`src/rtl/pause_tmr_pkg.sv`:
```
package pause_tmr_pkg;

   // Which event may lower the count in a given cycle
   typedef enum logic [1:0] {
      DEC_NONE    = 2'd0,
      DEC_QUANTUM = 2'd1,
      DEC_RXCLK   = 2'd2
   } dec_src_e;

   function automatic bit is_pow2(input int unsigned v);
      return (v != 0) && ((v & (v - 1)) == 0);
   endfunction

endpackage

```
`src/rtl/ptmr_prescaler.sv`:
```
module ptmr_prescaler #(
   parameter int unsigned QUANTUM = 512
) (
   input  logic clk,
   input  logic rst_n,
   input  logic clear_i,
   input  logic adv_i,
   output logic step_o
);
   import pause_tmr_pkg::*;

   localparam int unsigned PW = (QUANTUM > 1) ? $clog2(QUANTUM) : 1;

   if (QUANTUM < 2) begin : g_bad_quantum
      $error("ptmr_prescaler: QUANTUM must be at least 2");
   end

   logic [PW-1:0] phase_q;

   if (is_pow2(QUANTUM)) begin : g_wrap
      // Power of two: the phase wraps on its own
      assign step_o = adv_i && (&phase_q) && !clear_i;
      always_ff @(posedge clk or negedge rst_n) begin
         if (!rst_n)       phase_q <= '0;
         else if (clear_i) phase_q <= '0;
         else if (adv_i)   phase_q <= phase_q + 1'b1;
      end
   end else begin : g_cmp
      localparam logic [PW-1:0] LAST = PW'(QUANTUM - 1);
      assign step_o = adv_i && (phase_q == LAST) && !clear_i;
      always_ff @(posedge clk or negedge rst_n) begin
         if (!rst_n)       phase_q <= '0;
         else if (clear_i) phase_q <= '0;
         else if (step_o)  phase_q <= '0;
         else if (adv_i)   phase_q <= phase_q + 1'b1;
      end
   end

   // a clear always leaves the phase at its start
   a_r8_phase_restart: assert property (@(posedge clk) disable iff (!rst_n)
      clear_i |=> (phase_q == '0));

endmodule

```
`src/rtl/ptmr_counter.sv`:
```
module ptmr_counter #(
   parameter int unsigned CNT_W = 16
) (
   input  logic             clk,
   input  logic             rst_n,
   input  logic             load_i,
   input  logic [CNT_W-1:0] load_val_i,
   input  logic             dec_i,
   output logic [CNT_W-1:0] cnt_o,
   output logic             nonzero_o,
   output logic             hit_zero_o
);
   localparam logic [CNT_W-1:0] ONE = CNT_W'(1);

   if (CNT_W < 2) begin : g_bad_width
      $error("ptmr_counter: CNT_W must be at least 2");
   end

   logic [CNT_W-1:0] cnt_q;

   assign nonzero_o  = (cnt_q != '0);
   assign hit_zero_o = dec_i && !load_i && (cnt_q == ONE);
   assign cnt_o      = cnt_q;

   always_ff @(posedge clk or negedge rst_n) begin
      if (!rst_n)                  cnt_q <= '0;
      else if (load_i)             cnt_q <= load_val_i;
      else if (dec_i && nonzero_o) cnt_q <= cnt_q - 1'b1;
   end

   // a load is taken no matter what else happens
   a_r9_load_wins: assert property (@(posedge clk) disable iff (!rst_n)
      load_i |=> (cnt_q == $past(load_val_i)));

   // without a load the count only holds or steps down by one
   a_r7_step_by_one: assert property (@(posedge clk) disable iff (!rst_n)
      (!load_i && nonzero_o) |=> ((cnt_q == $past(cnt_q)) || (cnt_q == $past(cnt_q) - 1'b1)));

   a_r7_floor: assert property (@(posedge clk) disable iff (!rst_n)
      (!load_i && !nonzero_o) |=> (cnt_q == '0));

endmodule

```
`src/rtl/pause_countdown.sv`:
```
module pause_countdown #(
   parameter int unsigned CNT_W   = 16,
   parameter int unsigned QUANTUM = 512
) (
   input  logic             clk,
   input  logic             rst_n,
   input  logic             load_i,
   input  logic [CNT_W-1:0] load_val_i,
   input  logic             pause_en_i,
   input  logic             test_mode_i,
   input  logic             tx_idle_i,
   input  logic             bit_tick_i,
   input  logic             rx_tick_i,
   input  logic             irq_mask_i,
   output logic             tx_inhibit_o,
   output logic [CNT_W-1:0] count_o,
   output logic             zero_irq_o
);
   import pause_tmr_pkg::*;

   logic     count_ok;
   logic     nonzero;
   logic     presc_adv;
   logic     presc_step;
   logic     dec;
   logic     hit_zero;
   logic     irq_q;
   dec_src_e src;

   // Enabled pausing waits for the transmitter; disabled pausing never waits
   assign count_ok  = (!pause_en_i || tx_idle_i) && nonzero;
   assign presc_adv = count_ok && !test_mode_i && bit_tick_i;

   always_comb begin
      if (!count_ok)        src = DEC_NONE;
      else if (test_mode_i) src = DEC_RXCLK;
      else                  src = DEC_QUANTUM;
   end

   always_comb begin
      unique case (src)
         DEC_QUANTUM: dec = presc_step;
         DEC_RXCLK:   dec = rx_tick_i;
         default:     dec = 1'b0;
      endcase
   end

   ptmr_prescaler #(.QUANTUM(QUANTUM)) presc_i (
      .clk     (clk),
      .rst_n   (rst_n),
      .clear_i (load_i),
      .adv_i   (presc_adv),
      .step_o  (presc_step)
   );

   ptmr_counter #(.CNT_W(CNT_W)) cnt_i (
      .clk        (clk),
      .rst_n      (rst_n),
      .load_i     (load_i),
      .load_val_i (load_val_i),
      .dec_i      (dec),
      .cnt_o      (count_o),
      .nonzero_o  (nonzero),
      .hit_zero_o (hit_zero)
   );

   always_ff @(posedge clk or negedge rst_n) begin
      if (!rst_n) irq_q <= 1'b0;
      else        irq_q <= hit_zero && irq_mask_i;
   end

   assign zero_irq_o   = irq_q;
   assign tx_inhibit_o = pause_en_i && nonzero;

   // the loaded value shows on the count one edge later
   a_r1_load_visible: assert property (@(posedge clk) disable iff (!rst_n)
      load_i |=> (count_o == $past(load_val_i)));

   // an enabled pause with a busy transmitter freezes the count
   a_r3_hold_when_busy: assert property (@(posedge clk) disable iff (!rst_n)
      (pause_en_i && !tx_idle_i && !load_i) |=> $stable(count_o));

   // in test mode only a receive tick can move the count
   a_r4_test_hold: assert property (@(posedge clk) disable iff (!rst_n)
      (test_mode_i && !rx_tick_i && !load_i) |=> $stable(count_o));

   // the interrupt pulse coincides with a 1-to-0 step and was unmasked
   a_r6_irq_origin: assert property (@(posedge clk) disable iff (!rst_n)
      zero_irq_o |-> ((count_o == '0) && ($past(count_o) == CNT_W'(1)) && $past(irq_mask_i)));

   // the pulse lasts a single cycle
   a_r6_irq_single: assert property (@(posedge clk) disable iff (!rst_n)
      zero_irq_o |=> !zero_irq_o);

endmodule

```
`config.mk`:
```
export PLATFORM = sky130hd
export DESIGN_NAME = pause_countdown
export DESIGN_NICKNAME = d
export VERILOG_FILES = /design/src/rtl/pause_tmr_pkg.sv /design/src/rtl/ptmr_prescaler.sv /design/src/rtl/ptmr_counter.sv /design/src/rtl/pause_countdown.sv
export SDC_FILE = /design/constraint.sdc
export NUM_CORES = 1
export LEC_CHECK = 0
export BUFFER_PORTS_ARGS = -buffer_cell sky130_fd_sc_hd__buf_2
export CAP_MARGIN = 20
export CORE_MARGIN = 2
export CORE_UTILIZATION = 50
export DETAILED_ROUTE_END_ITERATION = 6
export PLACE_DENSITY = 0.81
export REMOVE_ABC_BUFFERS = 1
export SYNTH_ARGS = -nofsm -noshare
export SYNTH_HDL_FRONTEND = slang
export SYNTH_HIERARCHICAL = 1
export SYNTH_SLANG_ARGS = --single-unit
```
`constraint.sdc`:
```
create_clock -name clk -period 10 [get_ports clk]
set_input_delay 1.5 -clock clk [delete_from_list [all_inputs] [get_ports clk]]
set_output_delay 1.5 -clock clk [all_outputs]
set_load 0.02 [all_outputs]
```
**Yosys cells after proc, flatten, opt, wreduce, memory -nomap -nowiden**

Index checks and enable logic that the tools add are counted.

- Flip-flop bits (word level): 26
- Input bits: 25
- Output and inout bits: 18
- Logic and storage cells: 33

- Add/subtract/negate cells: 2
- Equality and inequality tests: 3
- Muxes and demuxes: 7
- Reduce and logical (&&, ||, !) cells: 18

Operators by type and width:

| cell | number |
|---|---|
| $mux 16 | 2 |
| $mux 9 | 2 |
| $eq 16x1->1 const B | 1 |
| $reduce_bool 16->1 | 1 |
| $sub 16x1->16 const B | 1 |
| $logic_and 1x1->1 | 10 |
| $add 9x1->9 const B | 1 |
| $reduce_and 9->1 | 1 |
| $mux 2 | 2 |
| $reduce_bool 2->1 | 2 |
| $logic_not 1->1 | 3 |
| $eq 2x1->1 const B | 1 |
| $eq 2x2->1 const B | 1 |
| $pmux 1 s2 | 1 |
| $logic_or 1x1->1 | 1 |

**Depth between registers and ports, before layout**

Gate-level depths: netlist of the first run.

- Depth after elaboration: 11
- Mapped depth: 17
- Gate-level depth less buffers: 14

**Hierarchy**

The synthesis of the first run kept the hierarchy.

By module, submodules not included:

| module | times used | cells an instance | area an instance (µm²) |
|---|---|---|---|
| ptmr_counter | 1 | 117 | 1038.5 |
| ptmr_prescaler | 1 | 50 | 474.2 |
| pause_countdown | 1 | 8 | 91.3 |

**Worst setup path after synthesis of the first run**

No wires, ideal clock.

- Path type: in2reg
- Start point: input pause_en_i
- End point: register cnt_i.cnt_q[12], in the netlist cnt_i/cnt_o[12]
- Setup time: 82 ps
- Arrival: 3556 ps
- Slack: 6362 ps
- Stages: 11
- Buffers on the path: 2
- Cell sequence: nor2b_4 nor4b_2 buf_6 nand2_1 nor2_1 mux2i_1 nor3_2 clkbuf_1 nand3_1 or4b_2 a31oi_1

- Word-level cells in the longest chain between the ends: 10

Ends and longest elaborated chain:

| item | RTL line | source |
|---|---|---|
| from (decl) | pause_countdown.sv:9 | `input logic pause_en_i,` |
| $logic_not 1->1 | pause_countdown.sv:31 | `assign count_ok = (!pause_en_i \|\| tx_idle_i) && nonzero;` |
| $logic_or 1x1->1 | pause_countdown.sv:31 |  |
| $logic_and 1x1->1 | pause_countdown.sv:31 |  |
| $logic_and 1x1->1 (2 in a row) | pause_countdown.sv:32 | `assign presc_adv = count_ok && !test_mode_i && bit_tick_i;` |
| via presc_adv | pause_countdown.sv:23 | `logic presc_adv;` |
| $logic_and 1x1->1 (2 in a row) | ptmr_prescaler.sv:22 | `assign step_o = adv_i && (&phase_q) && !clear_i;` |
| via presc_step | pause_countdown.sv:24 | `logic presc_step;` |
| $pmux 1 s2 | pause_countdown.sv:41 | `unique case (src)` |
| via dec | pause_countdown.sv:25 | `logic dec;` |
| $logic_and 1x1->1 | ptmr_counter.sv:28 | `else if (dec_i && nonzero_o) cnt_q <= cnt_q - 1'b1;` |
| $reduce_bool 2->1 (no source line) | n/a |  |
| to (signal assigned) | ptmr_counter.sv:27 | `else if (load_i) cnt_q <= load_val_i;` |
| to (signal assigned) | ptmr_counter.sv:28 |  |
| to (decl) | ptmr_counter.sv:19 | `logic [CNT_W-1:0] cnt_q;` |

The timed path passes the listed nets, and every way through them passes these cells.
A chain may end at the register's enable or synchronous reset.

**Final worst setup path of the first run**

- Start point: register cnt_i.cnt_q[0], in the netlist cnt_i/cnt_o[0]
- End point: register cnt_i.cnt_q[12], in the netlist cnt_i/cnt_o[12]

- Word-level cells in the longest chain between the ends: 9

Ends and longest elaborated chain:

| item | RTL line | source |
|---|---|---|
| $reduce_bool 16->1 | ptmr_counter.sv:21 | `assign nonzero_o = (cnt_q != '0);` |
| via nonzero | pause_countdown.sv:22 | `logic nonzero;` |
| $logic_and 1x1->1 | pause_countdown.sv:31 |  |
| $logic_and 1x1->1 (2 in a row) | pause_countdown.sv:32 |  |
| via presc_adv | pause_countdown.sv:23 |  |
| $logic_and 1x1->1 (2 in a row) | ptmr_prescaler.sv:22 |  |
| via presc_step | pause_countdown.sv:24 |  |
| $pmux 1 s2 | pause_countdown.sv:41 |  |
| via dec | pause_countdown.sv:25 |  |
| $logic_and 1x1->1 | ptmr_counter.sv:28 |  |
| $reduce_bool 2->1 (no source line) | n/a |  |

The timed path passes the listed nets, and every way through them passes these cells. The select of a mux whose other input is x is not followed.

==> PnR_summary.wiki, run 1 <==
{| class="wikitable"
! Metric !! Value
|-
| Number of buffers created by CTS || 3
|-
| Worst hold path class || flip-flop to flip-flop
|-
| Worst EP arrival || 4.35 ns
|-
| PortBufs || 42
|-
| Core ar. || 0.00305 mm²
|-
| Width of the die || 60.6 µm
|-
| Final setup violation count || 0
|-
| Number of remaining DRC errors || 0
|-
| Final period demand of the worst path || 4.09 ns
|-
| R2R depth || 13
|-
| Library cell occupying the most area in the post-synthesis netlist || sky130_fd_sc_hd__dfrtp_1
|-
| Pre-CTS setup slack || 5.58 ns
|-
| Number of global-route vias before repair || 1327
|-
| Overall routing resource usage || 20.2%
|-
| Worst setup path class || flip-flop to flip-flop
|-
| Post-detailed-placement half-perimeter wirelength || 2470 µm
|-
| Leftover overflow at the end of global routing || 0
|-
| Global-route track usage on met2 || 34.7%
|-
| Relative area change from synthesis to final layout || 16.8%
|-
| Fraction of final layout cells with drive strength greater than 1 || 26.5%
|-
| Hold Buf Count CTS || 0
|-
| Count of antenna-violating nets left after detailed routing || 0
|-
| Worst Path Max Fanout || 10
|-
| Leading cell type in the layout, fill and taps excluded || sky130_fd_sc_hd__buf_2
|-
| Average cell area after synthesis || 9.17 µm²
|-
| Tcrit/Tclk final || 40.9%
|-
| Library cell used as clock root buffer || sky130_fd_sc_hd__clkbuf_4
|-
| Count of non-filler cells in the finished layout || 255
|-
| Area of all placed cells without fillers || 0.00187 mm²
|-
| Distinct cell type count after synthesis || 49
|-
| Final hold violation count || 0
|-
| Result of the run || completed
|-
| Netlist area before placement || 0.00160 mm²
|-
| Cell Count Post-Placement || 251
|-
| Number of buffers between clock root and the deepest sink || 2
|-
| Average vias per placed instance || 5.72
|-
| Site Rows || 20
|-
| H-tree levels || 1
|-
| Worst Clk Skew || 0.00539 ns
|-
| Worst rel slew slack || 48.2%
|-
| Violation count after the first detailed-routing iteration || 72
|-
| GR met1 Demand/Resource || 26.1%
|-
| Worst-Margin Slew || 0.775 ns
|-
| Reported max-cap violation count || 0
|-
| Clock tree from TritonCTS || yes
|-
| I/O pins || 43
|-
| Fraction of the yosys area taken by sequential cells || 40.6%
|-
| Final weighted congestion in routability-driven placement || 0.786
|-
| Wire per inst || 13.4 µm
|-
| Final Max Tran Viols || 0
|-
| Total leakage power || 0.809 nW
|-
| Worst Hold Path Cells || 2
|-
| Endpoint type of the worst setup path || flip-flop
|-
| Number of setup buffers added after CTS || 0
|-
| Number of antenna violations at the first check in global routing || 0
|-
| Total wire length after detailed routing || 3410 µm
|-
| Post-synthesis instance total || 175
|-
| Synth top area cells || sky130_fd_sc_hd__dfrtp_1 (41%), sky130_fd_sc_hd__nor2_1 (5.1%), sky130_fd_sc_hd__or4_1 (5.1%)
|-
| Clock-pin slew on the worst setup and hold paths || 0.14 ns
|-
| Commonest cells after routing, fill and taps aside || sky130_fd_sc_hd__buf_2 (42), sky130_fd_sc_hd__dfrtp_1 (26), sky130_fd_sc_hd__nor2_1 (22)
|-
| Die outline height || 60.6 µm
|-
| Critical Path Start Type || flip-flop
|-
| Resized Gates After CTS || 0
|-
| Starting utilization of the core area || 52.5%
|-
| Global-route wire length before repair || 5630 µm
|-
| Minimum setup slack in the final design || 5.91 ns
|-
| Fraction of met3 tracks used by global routing || 4.48%
|-
| Ant. Diodes || 0
|-
| Post-synth top area share || 40.6%
|-
| Sinks on the clock net || 26
|-
| Top achievable clock speed || 244 MHz
|-
| RSZ-0062 raised after global routing || no
|-
| Worst ir drop on vdd || 0.0000849 V
|-
| Setup TNS || 0 ns
|-
| Placed inst area || 0.00182 mm²
|-
| Busiest grt layer || met2
|-
| Maximum number of pins on one net before global-route repair || 35
|-
| Required time of the critical path || 10.26 ns
|-
| Pwr/cell area || 129 mW/mm²
|-
| Final Net Count || 241
|-
| Overall die area || 0.00368 mm²
|-
| Clock insertion delay at the later pin of the skew report || 0.33 ns
|-
| Number of flip-flops and latches in the synthesized netlist || 26
|-
| Routed vias || 1459
|-
| Number of search-and-repair iterations in the first detailed-routing pass || 4
|-
| Share of the core filled with cells in the final layout || 61.4%
|-
| Synth warnings || 6
|}
-- per-stage QoR --
stage	power, mW	hold slack [ns]
floorplan	0.150	0.493
global placement	0.170	0.512
detailed placement	0.171	0.527
CTS	0.244	0.559
global route	0.256	0.609
finish	0.243	0.556
-- synthesized netlist by cell type, drive strengths merged --
library cell,count
a211o,1
a21oi,3
a221o,2
a22oi,1
a2bb2oi,1
a311o,1
a31oi,6
and2,4
and3,1
and4,1
buf,4
clkbuf,6
clkinv,1
dfrtp,26
ha,4
inv,6
mux2,2
mux2i,3
nand2,12
nand3,7
nand4,3
nand4b,1
nor2,22
nor2b,2
nor3,5
nor3b,1
nor4,6
nor4b,2
o211a,1
o21ai,6
o311a,2
o311ai,2
o31ai,4
o41ai,2
or2,1
or3,4
or3b,1
or4,11
or4b,1
xnor2,4
xor2,2
-- sequential cells by signal, summed over array words and instances, names as in the netlist --
register / flops
cnt_i/cnt_o: 16
presc_i/phase_q: 9
zero_irq_o: 1
-- final cells by class --
type                            count  area, µm²
Fill cell                         276       1180
Multi-Input combinational cell    132        878
Sequential cell                    26        651
Timing Repair Buffer               42        210
Tap cell                           44       55.1
Clock inverter                      1       30.0
Inverter                            7       26.3
Clock buffer                        3       22.5
-- path summary, 6_finish.rpt --
| kind | from | to | slack, ns |
|---|---|---|---|
| worst min-delay path | presc_i/phase_q[8] | presc_i/phase_q[8] | 0.56 |
| worst max register to register | cnt_i/cnt_o[0] | cnt_i/cnt_o[12] | 5.91 |
| max in group asynchronous | rst_n | cnt_i/cnt_o[3] | 8.49 |
| worst max-delay path | cnt_i/cnt_o[0] | cnt_i/cnt_o[12] | 5.91 |
| min in group asynchronous | rst_n | presc_i/phase_q[6] | 1.13 |
| worst min register to register | presc_i/phase_q[8] | presc_i/phase_q[8] | 0.56 |
-- cell families (layout without fill, tap and decap cells) --
family          Yosys count  in the layout  share of synthesized area [%]
simple gates             85             85                           30.1
compound gates           32             32                           15.0
flops                    26             26                           40.6
buf+inv                  17             53                           4.68
xor+xnor                  6              6                           3.28
mux                       5              5                           3.28
fa+ha+maj                 4              4                           3.12
-- layer usage --
| layer | routed length (µm) | vias up | share of wire (%) |
|---|---|---|---|
| met3 | 157 | 4 | 4.6 |
| met5 | 0 | - | 0 |
| met1 | 1560 | 687 | 46 |
| li1 | - | 729 | - |
| met2 | 1680 | 39 | 49 |
| met4 | 19 | 0 | 0.56 |
-- worst max-delay path: stages, from the launching register on --
cell	delay (ns)
sky130_fd_sc_hd__dfrtp_1	0.45
sky130_fd_sc_hd__inv_1	0.11
sky130_fd_sc_hd__ha_1	0.24
sky130_fd_sc_hd__or3b_2	0.24
sky130_fd_sc_hd__or4_1	0.25
sky130_fd_sc_hd__inv_2	0.07
sky130_fd_sc_hd__nor4b_2	0.71
sky130_fd_sc_hd__nand2_1	0.11
sky130_fd_sc_hd__nor2_1	0.10
sky130_fd_sc_hd__mux2i_1	0.08
sky130_fd_sc_hd__nor3_2	0.48
sky130_fd_sc_hd__nand3_1	0.33
sky130_fd_sc_hd__or4b_2	0.67
sky130_fd_sc_hd__a31oi_1	0.17
-- where the power goes --
part / total, mW / switching, mW / internal (mW) / leakage [nW]
combinational: 0.0472 / 0.0280 / 0.0193 / 0.454
sequential: 0.122 / 0.0104 / 0.112 / 0.327
clock: 0.0731 / 0.0325 / 0.0406 / 0.0279
total: 0.243 / 0.0709 / 0.172 / 0.809
No activity file was read; power rests on OpenSTA's default activity.
==> run 2, diff against run 1 <==
--- a/config.mk
+++ b/config.mk
@@ -8,9 +8,9 @@
 export BUFFER_PORTS_ARGS = -buffer_cell sky130_fd_sc_hd__buf_2
 export CAP_MARGIN = 20
 export CORE_MARGIN = 2
-export CORE_UTILIZATION = 50
+export CORE_UTILIZATION = 47
 export DETAILED_ROUTE_END_ITERATION = 6
-export PLACE_DENSITY = 0.81
+export PLACE_DENSITY = 0.8
 export REMOVE_ABC_BUFFERS = 1
 export SYNTH_ARGS = -nofsm -noshare
 export SYNTH_HDL_FRONTEND = slang
==> constraint.sdc (replaced) <==
create_clock -name clk -period 3.55 [get_ports clk]
set_input_delay 0.5325 -clock clk [delete_from_list [all_inputs] [get_ports clk]]
set_output_delay 0.5325 -clock clk [all_outputs]
set_load 0.02 [all_outputs]
==> run 2 against run 1 <==
Design area grew 0.93%. Routed wire length up 9.0%. Combinational power increased to 2.9 times the previous value.
==> PnR_summary.wiki, run 2 (synthesis results as in run 1) <==
{| class="wikitable"
! Metric !! Value
|-
| Result of the run || completed (unchanged)
|-
| Post-route met1 wirelength || 1690 µm (was 1560 µm)
|-
| Commonest cells after routing, fill and taps aside || sky130_fd_sc_hd__buf_2 (42), sky130_fd_sc_hd__dfrtp_1 (26), sky130_fd_sc_hd__nor2_1 (22) (unchanged)
|-
| Number of setup buffers added after CTS || 0 (unchanged)
|-
| PortBufs || 42 (unchanged)
|-
| Total wire length after detailed routing || 3720 µm (was 3410 µm)
|-
| Final Max Tran Viols || 0 (unchanged)
|-
| Global-route wire length before repair || 6200 µm (was 5630 µm)
|-
| H-tree levels || 1 (unchanged)
|-
| Die outline height || 62.4 µm (was 60.6 µm)
|-
| Leading cell type in the layout, fill and taps excluded || sky130_fd_sc_hd__buf_2 (unchanged)
|-
| Worst Clk Skew || 0.00726 ns (was 0.00539 ns)
|-
| Maximum number of pins on one net before global-route repair || 35 (unchanged)
|-
| Final Power || 0.634 mW (was 0.243 mW)
|-
| Starting utilization of the core area || 48.5% (was 52.5%)
|-
| Overall die area || 0.00390 mm² (was 0.00368 mm²)
|-
| Clock tree from TritonCTS || yes (unchanged)
|-
| Required time of the critical path || 3.81 ns (was 10.26 ns)
|-
| Cell Count Post-Placement || 255 (was 251)
|-
| Hold Buf Count CTS || 0 (unchanged)
|-
| Number of buffers between clock root and the deepest sink || 2 (unchanged)
|-
| Max FFs per register || 16 (unchanged)
|-
| Critical Path Start Type || flip-flop (unchanged)
|-
| WL met2 || 1790 µm (was 1680 µm)
|-
| Relative area change from synthesis to final layout || 17.9% (was 16.8%)
|-
| Sinks on the clock net || 26 (unchanged)
|-
| Startpoint of the worst register-to-register path || cnt_i/cnt_o[0] (unchanged)
|-
| Leftover overflow at the end of global routing || 0 (unchanged)
|-
| Reported max-cap violation count || 0 (unchanged)
|-
| Total leakage power || 0.810 nW (was 0.809 nW)
|-
| Share of the core filled with cells in the final layout || 57.1% (was 61.4%)
|-
| Final period demand of the worst path || 3.28 ns (was 4.09 ns)
|-
| Post-detailed-placement half-perimeter wirelength || 2750 µm (was 2470 µm)
|-
| Minimum setup slack in the final design || 0.272 ns (was 5.91 ns)
|-
| Number of buffers created by CTS || 3 (unchanged)
|-
| Site Rows || 21 (was 20)
|-
| Final Net Count || 243 (was 241)
|-
| Count of non-filler cells in the finished layout || 259 (was 255)
|-
| Worst hold path class || input port to async pin (was flip-flop to flip-flop)
|-
| Final hold violation count || 0 (unchanged)
|-
| Pre-CTS setup slack || 0.230 ns (was 5.58 ns)
|-
| R2R depth || 13 (unchanged)
|-
| Width of the die || 62.4 µm (was 60.6 µm)
|-
| Register-to-register setup slack || 0.27 ns (was 5.91 ns)
|-
| Number of antenna violations at the first check in global routing || 0 (unchanged)
|-
| Length of routed met3 wiring || 188 µm (was 157 µm)
|-
| Count of antenna-violating nets left after detailed routing || 0 (unchanged)
|-
| I/O pins || 43 (unchanged)
|-
| Pwr/cell area || 335 mW/mm² (was 129 mW/mm²)
|-
| Overall routing resource usage || 19.6% (was 20.2%)
|-
| Capturing point of the worst reg2reg path || cnt_i/cnt_o[12] (unchanged)
|-
| Number of remaining DRC errors || 0 (unchanged)
|-
| Number of search-and-repair iterations in the first detailed-routing pass || 6 (was 4)
|-
| Worst hold slack across all endpoints || 0.179 ns (was 0.556 ns)
|-
| Worst rel slew slack || 56.1% (was 48.2%)
|-
| Worst setup path class || flip-flop to flip-flop (unchanged)
|-
| Worst Path Max Fanout || 7 (was 10)
|-
| Library cell used as clock root buffer || sky130_fd_sc_hd__clkbuf_4 (unchanged)
|-
| Top layer reached by signal wires || met4 (unchanged)
|-
| RSZ-0062 raised after global routing || no (unchanged)
|-
| Worst ir drop on vdd || 0.000249 V (was 0.0000849 V)
|-
| Number of global-route vias before repair || 1339 (was 1327)
|-
| Core ar. || 0.00331 mm² (was 0.00305 mm²)
|-
| Worst-Margin Slew || 0.653 ns (was 0.775 ns)
|-
| Top achievable clock speed || 305 MHz (was 244 MHz)
|-
| Clock insertion delay at the later pin of the skew report || 0.33 ns (about the same)
|-
| Endpoint type of the worst setup path || flip-flop (unchanged)
|-
| Clock-pin slew on the worst setup and hold paths || 0.14 ns (about the same)
|-
| Fraction of final layout cells with drive strength greater than 1 || 28.2% (was 26.5%)
|-
| Wire per inst || 14.4 µm (was 13.4 µm)
|-
| Final setup violation count || 0 (unchanged)
|-
| Tcrit/Tclk final || 92.3% (was 40.9%)
|-
| Violation count after the first detailed-routing iteration || 72 (unchanged)
|-
| Routed vias || 1516 (was 1459)
|-
| Ant. Diodes || 0 (unchanged)
|-
| Final weighted congestion in routability-driven placement || 0.854 (was 0.786)
|-
| Worst EP arrival || 3.53 ns (was 4.35 ns)
|-
| Average vias per placed instance || 5.85 (was 5.72)
|}
run 2: per-stage QoR:
step	instance area, µm²	TNS [ns]
global placement	1840	0
detailed placement	1840	0
finish	1890	0
global route	1890	0
floorplan	1560	-0.0910
CTS	1870	0
run 2: layout make-up:
type,count,area (µm²)
clock buffer,4,36.3
fill,325,1420
inverter,7,26.3
multi-input combinational,132,895
sequential,26,651
tap,46,57.6
timing repair buffer,44,225
run 2: worst max-delay path, cell delays in order, from the launching register on:
cell	delay, ns
sky130_fd_sc_hd__dfrtp_1	0.43
sky130_fd_sc_hd__inv_1	0.10
sky130_fd_sc_hd__ha_1	0.24
sky130_fd_sc_hd__or3b_2	0.24
sky130_fd_sc_hd__or4_1	0.22
sky130_fd_sc_hd__inv_2	0.09
sky130_fd_sc_hd__nor4b_2	0.34
sky130_fd_sc_hd__nand2_1	0.09
sky130_fd_sc_hd__nor2_1	0.08
sky130_fd_sc_hd__mux2i_1	0.11
sky130_fd_sc_hd__nor3_4	0.23
sky130_fd_sc_hd__nand3_2	0.18
sky130_fd_sc_hd__or4b_2	0.67
sky130_fd_sc_hd__a31oi_1	0.18
run 2: worst max path at each step:
stage | from | endpoint | slack, ns
after floorplan | cnt_i/cnt_o[0] | cnt_i/cnt_o[12] | -0.09
after global placement | cnt_i/cnt_o[0] | cnt_i/cnt_o[12] | 0.47
after detailed placement | cnt_i/cnt_o[0] | cnt_i/cnt_o[12] | 0.23
after CTS | cnt_i/cnt_o[0] | cnt_i/cnt_o[12] | 0.21
after global routing | cnt_i/cnt_o[0] | cnt_i/cnt_o[12] | 0.02
final | cnt_i/cnt_o[0] | cnt_i/cnt_o[12] | 0.27
run 2: timing repair:
item                                   CTS  global route
setup endpoints to repair                0             3
gates resized for setup                  0             3
endpoints found under the hold margin    0             0
run 2: power breakdown:
| part | switching, mW | internal, mW | total [mW] |
|---|---|---|---|
| clock | 0.0889 | 0.0629 | 0.152 |
| sequential | 0.0299 | 0.315 | 0.345 |
| combinational | 0.0815 | 0.0559 | 0.137 |
run 2: per-layer routing:
layer,global-route usage [%],vias to the layer above
li1,-,734
met1,27.2,731
met2,30.2,45
met3,4.68,6
met4,6.11,0
met5,0,-
